===== src/rtl/gpio_port_pkg.sv =====
package gpio_port_pkg;

  typedef enum logic [1:0] {
    REG_LEVEL = 2'd0,
    REG_LATCH = 2'd1,
    REG_DIR   = 2'd2,
    REG_MODE  = 2'd3
  } reg_sel_e;

endpackage


===== src/rtl/gpio_port_regs.sv =====
module gpio_port_regs
  import gpio_port_pkg::*;
#(
  parameter int PORT_W      = 8,
  parameter int ACTIVE_PINS = 8
) (
  input  logic              clk,
  input  logic              rst_n,
  input  logic              wr_en,
  input  logic [1:0]        addr,
  input  logic [PORT_W-1:0] wdata,
  output logic [PORT_W-1:0] latch_q,
  output logic [PORT_W-1:0] dir_q,
  output logic [PORT_W-1:0] mode_q
);

  localparam logic [PORT_W-1:0] LIVE = {PORT_W{1'b1}} >> (PORT_W - ACTIVE_PINS);

  logic [PORT_W-1:0] latch_d, dir_d, mode_d;
  logic              latch_en, dir_en, mode_en;

  // clock enables, one per register
  always_comb begin
    latch_en = 1'b0;
    dir_en   = 1'b0;
    mode_en  = 1'b0;
    if (wr_en) begin
      unique case (reg_sel_e'(addr))
        REG_LATCH: latch_en = 1'b1;
        REG_DIR:   dir_en   = 1'b1;
        REG_MODE:  mode_en  = 1'b1;
        default:   ;
      endcase
    end
  end

  // next state
  always_comb begin
    latch_d = latch_q;
    dir_d   = dir_q;
    mode_d  = mode_q;
    if (latch_en) latch_d = wdata & LIVE;
    if (dir_en)   dir_d   = wdata & LIVE;
    if (mode_en)  mode_d  = wdata & LIVE;
  end

  // registers
  always_ff @(posedge clk or negedge rst_n) begin
    if (!rst_n) begin
      latch_q <= '0;
      dir_q   <= '0;
      mode_q  <= '0;
    end else begin
      if (latch_en) latch_q <= latch_d;
      if (dir_en)   dir_q   <= dir_d;
      if (mode_en)  mode_q  <= mode_d;
    end
  end

  // registers are clear while reset is held
  always @(posedge clk) begin
    if (!rst_n) begin
      assert_reset_clear_R1: assert (latch_q == '0 && dir_q == '0 && mode_q == '0)
        else $error("config register not clear in reset");
    end
  end

  // a direction write lands on the next edge
  assert_dir_write_R2: assert property (@(posedge clk) disable iff (!rst_n)
    (wr_en && addr == 2'd2) |=> (dir_q == ($past(wdata) & LIVE)));

  // a latch write lands on the next edge
  assert_latch_write_R2: assert property (@(posedge clk) disable iff (!rst_n)
    (wr_en && addr == 2'd1) |=> (latch_q == ($past(wdata) & LIVE)));

  // no write (or a write to the level address) leaves everything untouched
  assert_level_write_ignored_R3: assert property (@(posedge clk) disable iff (!rst_n)
    (!wr_en || addr == 2'd0) |=> ($stable(latch_q) && $stable(dir_q) && $stable(mode_q)));

endmodule


===== src/rtl/gpio_port_sync.sv =====
module gpio_port_sync #(
  parameter int PORT_W      = 8,
  parameter int ACTIVE_PINS = 8,
  parameter int STAGES      = 2
) (
  input  logic              clk,
  input  logic              rst_n,
  input  logic [PORT_W-1:0] pin_in,
  output logic [PORT_W-1:0] level_q
);

  localparam logic [PORT_W-1:0] LIVE = {PORT_W{1'b1}} >> (PORT_W - ACTIVE_PINS);

  logic [PORT_W-1:0] stg_q [STAGES];
  logic [PORT_W-1:0] stg_d [STAGES];

  for (genvar s = 0; s < STAGES; s++) begin : g_stage
    if (s == 0) begin : g_head
      always_comb stg_d[s] = pin_in & LIVE;
    end else begin : g_tail
      always_comb stg_d[s] = stg_q[s-1];
    end

    always_ff @(posedge clk or negedge rst_n) begin
      if (!rst_n) stg_q[s] <= '0;
      else        stg_q[s] <= stg_d[s];
    end
  end

  assign level_q = stg_q[STAGES-1];

  // settle counter: cycles since reset, saturating at two
  logic [1:0] warm_q;
  always_ff @(posedge clk or negedge rst_n) begin
    if (!rst_n)             warm_q <= 2'd0;
    else if (warm_q != 2'd2) warm_q <= warm_q + 2'd1;
  end

  if (STAGES == 2) begin : g_lat_chk
    // the readable level is the pin value from two edges earlier
    assert_level_latency_R3: assert property (@(posedge clk) disable iff (!rst_n)
      (warm_q == 2'd2) |-> (level_q == ($past(pin_in, 2) & LIVE)));
  end

endmodule


===== src/rtl/gpio_port_pad.sv =====
module gpio_port_pad #(
  parameter int PORT_W      = 8,
  parameter int ACTIVE_PINS = 8
) (
  input  logic [PORT_W-1:0] latch_q,
  input  logic [PORT_W-1:0] dir_q,
  input  logic [PORT_W-1:0] mode_q,
  input  logic [PORT_W-1:0] ovr_en,
  input  logic [PORT_W-1:0] ovr_data,
  input  logic [PORT_W-1:0] ext_oe,
  output logic [PORT_W-1:0] pin_out,
  output logic [PORT_W-1:0] pin_oe
);

  localparam logic [PORT_W-1:0] LIVE = {PORT_W{1'b1}} >> (PORT_W - ACTIVE_PINS);

  for (genvar i = 0; i < PORT_W; i++) begin : g_pin
    logic value;
    logic want_drive;
    logic open_drain;

    always_comb begin
      value      = ovr_en[i] ? ovr_data[i] : latch_q[i];
      want_drive = (dir_q[i] | ext_oe[i]) & LIVE[i];
      open_drain = mode_q[i];
      if (open_drain) begin
        pin_oe[i]  = want_drive & ~value;
        pin_out[i] = 1'b0;
      end else begin
        pin_oe[i]  = want_drive;
        pin_out[i] = value & LIVE[i];
      end
    end
  end

endmodule


===== src/rtl/gpio_port.sv =====
module gpio_port
  import gpio_port_pkg::*;
#(
  parameter int PORT_W      = 8,
  parameter int ACTIVE_PINS = 8,
  parameter int SYNC_STAGES = 2
) (
  input  logic              clk,
  input  logic              rst_n,
  input  logic [1:0]        reg_addr,
  input  logic              reg_wr,
  input  logic              reg_rd,
  input  logic [PORT_W-1:0] reg_wdata,
  output logic [PORT_W-1:0] reg_rdata,
  input  logic [PORT_W-1:0] pl_ovr_en,
  input  logic [PORT_W-1:0] pl_ovr_data,
  input  logic [PORT_W-1:0] pl_oe,
  input  logic [PORT_W-1:0] pin_in,
  output logic [PORT_W-1:0] pin_out,
  output logic [PORT_W-1:0] pin_oe,
  output logic [PORT_W-1:0] drv_sel
);

  localparam logic [PORT_W-1:0] LIVE = {PORT_W{1'b1}} >> (PORT_W - ACTIVE_PINS);

  logic [PORT_W-1:0] latch_q, dir_q, mode_q, level_q;

  gpio_port_regs #(.PORT_W(PORT_W), .ACTIVE_PINS(ACTIVE_PINS)) u_regs (
    .clk     (clk),
    .rst_n   (rst_n),
    .wr_en   (reg_wr),
    .addr    (reg_addr),
    .wdata   (reg_wdata),
    .latch_q (latch_q),
    .dir_q   (dir_q),
    .mode_q  (mode_q)
  );

  gpio_port_sync #(.PORT_W(PORT_W), .ACTIVE_PINS(ACTIVE_PINS), .STAGES(SYNC_STAGES)) u_sync (
    .clk     (clk),
    .rst_n   (rst_n),
    .pin_in  (pin_in),
    .level_q (level_q)
  );

  gpio_port_pad #(.PORT_W(PORT_W), .ACTIVE_PINS(ACTIVE_PINS)) u_pad (
    .latch_q  (latch_q),
    .dir_q    (dir_q),
    .mode_q   (mode_q),
    .ovr_en   (pl_ovr_en),
    .ovr_data (pl_ovr_data),
    .ext_oe   (pl_oe),
    .pin_out  (pin_out),
    .pin_oe   (pin_oe)
  );

  assign drv_sel = mode_q;

  // read mux
  always_comb begin
    reg_rdata = '0;
    if (reg_rd) begin
      unique case (reg_sel_e'(reg_addr))
        REG_LEVEL: reg_rdata = level_q;
        REG_LATCH: reg_rdata = latch_q;
        REG_DIR:   reg_rdata = dir_q;
        REG_MODE:  reg_rdata = mode_q;
        default:   reg_rdata = '0;
      endcase
    end
  end

  // push-pull pins drive exactly when direction or the external term asks
  assert_drive_rule_R4: assert property (@(posedge clk) disable iff (!rst_n)
    ((pin_oe & ~drv_sel) == ((dir_q | pl_oe) & LIVE & ~drv_sel)));

  // a driving push-pull pin carries override data or the latch
  assert_value_source_R5: assert property (@(posedge clk) disable iff (!rst_n)
    ((pin_oe & ~drv_sel & (pin_out ^ ((pl_ovr_en & pl_ovr_data) | (~pl_ovr_en & latch_q)))) == '0));

  // an open-drain pin never drives a high level
  assert_od_release_R6: assert property (@(posedge clk) disable iff (!rst_n)
    ((pin_oe & drv_sel & pin_out) == '0));

  // dead pins stay quiet and read back zero
  assert_dead_pins_R7: assert property (@(posedge clk) disable iff (!rst_n)
    (((pin_oe | pin_out | drv_sel | reg_rdata) & ~LIVE) == '0));

  // no read strobe, no read data
  assert_idle_bus_R9: assert property (@(posedge clk) disable iff (!rst_n)
    !reg_rd |-> (reg_rdata == '0));

endmodule


===== config.mk =====
export PLATFORM = sky130hd
export DESIGN_NAME = gpio_port
export DESIGN_NICKNAME = d
export VERILOG_FILES = /design/src/rtl/gpio_port_pkg.sv /design/src/rtl/gpio_port_regs.sv /design/src/rtl/gpio_port_sync.sv /design/src/rtl/gpio_port_pad.sv /design/src/rtl/gpio_port.sv
export SDC_FILE = /design/constraint.sdc
export NUM_CORES = 1
export LEC_CHECK = 0
export ABC_AREA = 1
export CORE_ASPECT_RATIO = 2
export CORE_MARGIN = 5
export CORE_UTILIZATION = 25
export CTS_CLUSTER_DIAMETER = 100
export DETAILED_ROUTE_END_ITERATION = 6
export PLACE_DENSITY = 0.63
export SYNTH_ARGS = -nofsm -noshare
export SYNTH_HDL_FRONTEND = slang
export SYNTH_SLANG_ARGS = --single-unit
export TNS_END_PERCENT = 20

===== constraint.sdc =====
create_clock -name clk -period 1.69 [get_ports clk]
set_clock_uncertainty 0.15 [all_clocks]
set_input_delay 0.2535 -clock clk [delete_from_list [all_inputs] [get_ports clk]]
set_output_delay 0.2535 -clock clk [all_outputs]
set_load 0.1 [all_outputs]

Word-level counts from Yosys, hierarchy flattened:

Index checks and enable logic that the tools add are counted.

* output and inout port bits: 32
* register bits: 40

* multiplexer cells: 32
* reductions and logical operators: 1
* equality and inequality tests: 3
* bitwise operators: 24

Operators by type and width (count)
* 8-bit case mux with 4 select lines: 1
* 1-bit 2-to-1 mux: 30
* 1-bit AND: 8
* 8-bit 2-to-1 mux: 1
* 1-bit inverter: 8
* 1-bit OR: 8
* 2-bit == test (second input constant): 2
* 2-bit by 1-bit == test with 1-bit output (second input constant): 1
* 2-bit zero test: 1

Longest topological paths before layout:

* word-level depth: 4
* gate-level depth with buffers: 6

Modules after synthesis:

Synthesis repeated with hierarchy kept, for this count alone.

* cell total of the unflattened synthesis: 251
* area total of the unflattened synthesis: 2110.8 um2

By module, submodules not included
* gpio_port_regs: times used 1, sequential area each 600.6 um2, cells each 108, area an instance 1074.8 um2
* gpio_port_sync: times used 1, sequential area each 400.4 um2, cells each 16, area an instance 400.4 um2
* gpio_port: times used 1, sequential area each 0.0 um2, cells each 71, area an instance 335.3 um2
* gpio_port_pad: times used 1, sequential area each 0.0 um2, cells each 56, area an instance 300.3 um2

Least setup slack after synthesis:

No wires, ideal clock.

* path kind: register -> output
* start point: register u_regs.mode_q[0]
* end point: output port reg_rdata[0]
* arrival: 2482 ps
* slack: -1196 ps
* cell stages (with the launch flop): 5
* required time: 1286 ps
* buffers on the path: 0
* cells stage by stage: dfrtp_1 nand3_1 nand2_1 nor2_1 nor2_1

* word-level cells in the longest chain between the ends: 2

RTL lines
* start: declaration: RTL line gpio_port_regs.sv:14 `output logic [PORT_W-1:0] mode_q`
* start signal: assignment: RTL line gpio_port_regs.sv:56 `if (mode_en) mode_q <= mode_d;`
* 8-bit case mux with 4 select lines: RTL line gpio_port.sv:63 `unique case (reg_sel_e'(reg_addr))`
* 8-bit 2-to-1 mux: RTL line gpio_port.sv:62 `if (reg_rd) begin`
* end: declaration: RTL line gpio_port.sv:14 `output logic [PORT_W-1:0] reg_rdata,`

Every way passes these cells.

Worst setup path in the final report:

* start point: register u_regs.latch_q[7]
* end point: output port reg_rdata[7]

* word-level cells in the longest chain between the ends: 2

RTL lines
* start: declaration: RTL line gpio_port_regs.sv:12 `output logic [PORT_W-1:0] latch_q,`
* start signal: assignment: RTL line gpio_port_regs.sv:54 `if (latch_en) latch_q <= latch_d;`
* 8-bit case mux with 4 select lines: RTL line gpio_port.sv:63
* 8-bit 2-to-1 mux: RTL line gpio_port.sv:62

Every way passes these cells.

==> impl_metrics.json <==
{
  "p_per_area_nw_per_um2": 1080,
  "routed_wl_mm": 5.62,
  "yosysSeqAreaShare_pct": 55.0,
  "synth_top_area_share_pct": 55.0,
  "dieArea_um2": 9190,
  "final_hold_viol_count": 0,
  "grt_pass1_wl_mm": 9.01,
  "h-tree-depth": 2,
  "required_ps": 1290,
  "antenna_found_initial": 0,
  "start_util_pct": 25.2,
  "chipHeight_um": 131,
  "clock_latency_ps": 280,
  "crit_type": "reg2out",
  "wl_per_cell_um": 12.9,
  "slowest_delay_ps": 390,
  "routabilityCongestion": 0.771,
  "synthArstFlopShare_pct": 100,
  "postSynthAreaPerCell_um2": 8.27,
  "cts_buffers": 5,
  "tightestPinTransition_ps": 441,
  "drive_gt1_share_pct": 43.9,
  "num_rows": 44,
  "synth_seq_cells": 40,
  "cts_tree": "built",
  "dp_hpwl_mm": 4.27,
  "finalMaxSlewViolations": 0,
  "core_um2": 7210,
  "cp_slowest_cell": "dfrtp_1",
  "setup_viol": 1,
  "portBuffers": 77,
  "antenna_cells": 0,
  "syn-cell-area_um2": 1820,
  "yosys.cell_count.top_type": "nand2_1",
  "ff2ff_setup_slack_ps": 620,
  "clockRootBuffer": "clkbuf_16",
  "outcome": "finished, violations left",
  "cts_sinks": 40,
  "cp_max_fo": 2,
  "grt_pass1_vias": 1892,
  "cp.buffers_inverters": 2,
  "synth_common_cells": "nand2_1, dfrtp_1, nor2_1, o21ai_0, inv_1",
  "cp_top_family": "flip-flops",
  "clk_path_buf_depth": 2,
  "fin_nets": 389,
  "routed_via_density": 4.26,
  "violations": "negative setup slack",
  "overflow": 0,
  "crit_path_end_kind": "primary output",
  "fin_crit_sh_pct": 100,
  "firstDrtPassIters": 4,
  "syn_inst": 220,
  "clock.fmax_ghz": 0.590,
  "synth_edf_count": 0,
  "die_w_um": 70.3,
  "start_kind": "flip-flop",
  "p_leak_nw": 1.81,
  "ir_worst_vdd_mv": 0.836,
  "synth_largest_area_cell": "dfrtp_1",
  "synth_area_leaders": "dfrtp_1, nand2_1, o21ai_0",
  "maxCapViolCount": 0,
  "rsz0062_at_grt": "yes",
  "fin_ws_ps": -4.21,
  "synth_nets": 266,
  "arrival_ps": 1290,
  "place_inst": 406,
  "ios": 78,
  "clk_pin_slew_ps": 60,
  "num_vias": 1858,
  "synthDistinctLibCells": 14,
  "slew_headroom_pct": 70.6,
  "drt_first_iter_violations": 49,
  "cp_cell_sequence": "buf_4 -> nand3_1 -> nand2_1 -> nor2_2 -> nor2_4 -> buf_12",
  "min_path_type": "reg2reg",
  "postRouteAntennaNets": 0,
  "drc": 0,
  "period_needed_ps": 1690,
  "p_total_mw": 4.22,
  "grt_max_degree": 24,
  "synth_ff_type": "dfrtp_1",
  "finalNonFillerCells": 436,
  "gr-usage-all-layers_pct": 12.4,
  "area_growth_pct": 115,
  "synth_warnings": 0
}
==> per-stage QoR <==
| stage | hold WS, ps | utilization (%) | worst slack (ps) | instance area (µm²) | TNS (ps) |
|---|---|---|---|---|---|
| CTS | 199 | 51.5 | -33.8 | 3710 | -193 |
| floorplan | -192 | - | -184 | 2060 | -1120 |
| global route | 204 | 54.2 | -52.8 | 3910 | -495 |
| detailed placement | 67.0 | 47.6 | -360 | 3440 | -3700 |
| finish | 197 | 54.2 | -4.21 | 3910 | -4.21 |
| global placement | 64.5 | 47.6 | -344 | 3440 | -3230 |
==> per-layer routing <==
| metal | track usage (%) | up-vias | part of all wire [%] |
|---|---|---|---|
| li1 | - | 960 | - |
| met1 | 12.8 | 839 | 36 |
| met2 | 23.4 | 50 | 57 |
| met3 | 2.83 | 9 | 4.9 |
| met4 | 5.98 | 0 | 2.2 |
| met5 | 0 | - | 0 |
==> power breakdown <==
part	leakage (nW)	total, mW	internal (mW)	switching [mW]
sequential	0.476	1.17	1.08	0.0916
combinational	1.26	2.12	0.864	1.25
clock	0.0766	0.935	0.581	0.354
total	1.81	4.22	2.53	1.70
==> area by class of cell <==
type	count	area [µm²]
clock inverter	2	10.0
timing repair buffer	122	1540
clock buffer	6	139
multi-input combinational	151	1000
inverter	23	87.6
fill	629	3300
tap	92	115
sequential	40	1020
==> repair_timing <==
action,in CTS,in global routing
endpoints found under the hold margin,18,0
gates cloned,0,1
hold buffers,1,0
gates resized for setup,31,25
setup buffers,7,13
pin swaps,3,10
endpoints found under the setup margin,24,23
==> worst register-to-register path: stages (launching register included) <==
cell and delay (ps):
dfrtp_2 430, buf_12 140, buf_4 140, nand2_1 60
o21ai_1 50
==> state kept, by name, summed over array words and instances, names as in the netlist <==
register and count:
u_sync.stg_d 8, u_regs.latch_q 8, u_regs.mode_q 8, u_sync.level_q 8
u_regs.dir_q 8
==> final timing paths <==
| check | from | endpoint | cells past startpoint |
|---|---|---|---|
| max | u_regs.latch_q[7] | reg_rdata[7] | 6 |
| min | u_sync.stg_d[6] | u_sync.level_q[6] | 0 |
| max reg2reg | u_regs.mode_q[7] | u_regs.mode_q[7] | 4 |
| min reg2reg | u_sync.stg_d[6] | u_sync.level_q[6] | 0 |
| max in group asynchronous | rst_n | u_regs.mode_q[2] | 3 |
| min in group asynchronous | rst_n | u_regs.dir_q[0] | 2 |
==> cell usage in the layout (no fill, tap or decap) <==
master,instances
nand2_2,3
clkbuf_8,1
dlygate4sd3_1,1
o21ai_1,19
a21oi_2,2
clkdlybuf4s50_1,34
nor2_4,11
dlygate4sd2_1,1
nand2_4,1
buf_4,35
nand3_1,15
nor2_2,5
o21ai_0,15
clkbuf_2,2
clkinv_2,3
dfrtp_4,3
nand2_1,40
nand3_2,6
buf_12,40
clkbuf_16,5
inv_2,5
o21ai_2,6
a21oi_1,4
buf_6,1
inv_1,17
dlymetal6s2s_1,7
dfrtp_1,32
dfrtp_2,5
buf_2,1
nor2_1,8
nor2b_4,8
a21oi_4,8
==> logic make-up (layout without fill, tap and decap cells) <==
kind of cell / after synthesis / count (layout) / synth area share [%]
compound gates: 54 / 54 / 14.9
flops: 40 / 40 / 55.0
buf+inv: 30 / 153 / 6.95
simple gates: 96 / 97 / 23.2
(Power assumes the default switching activity.)
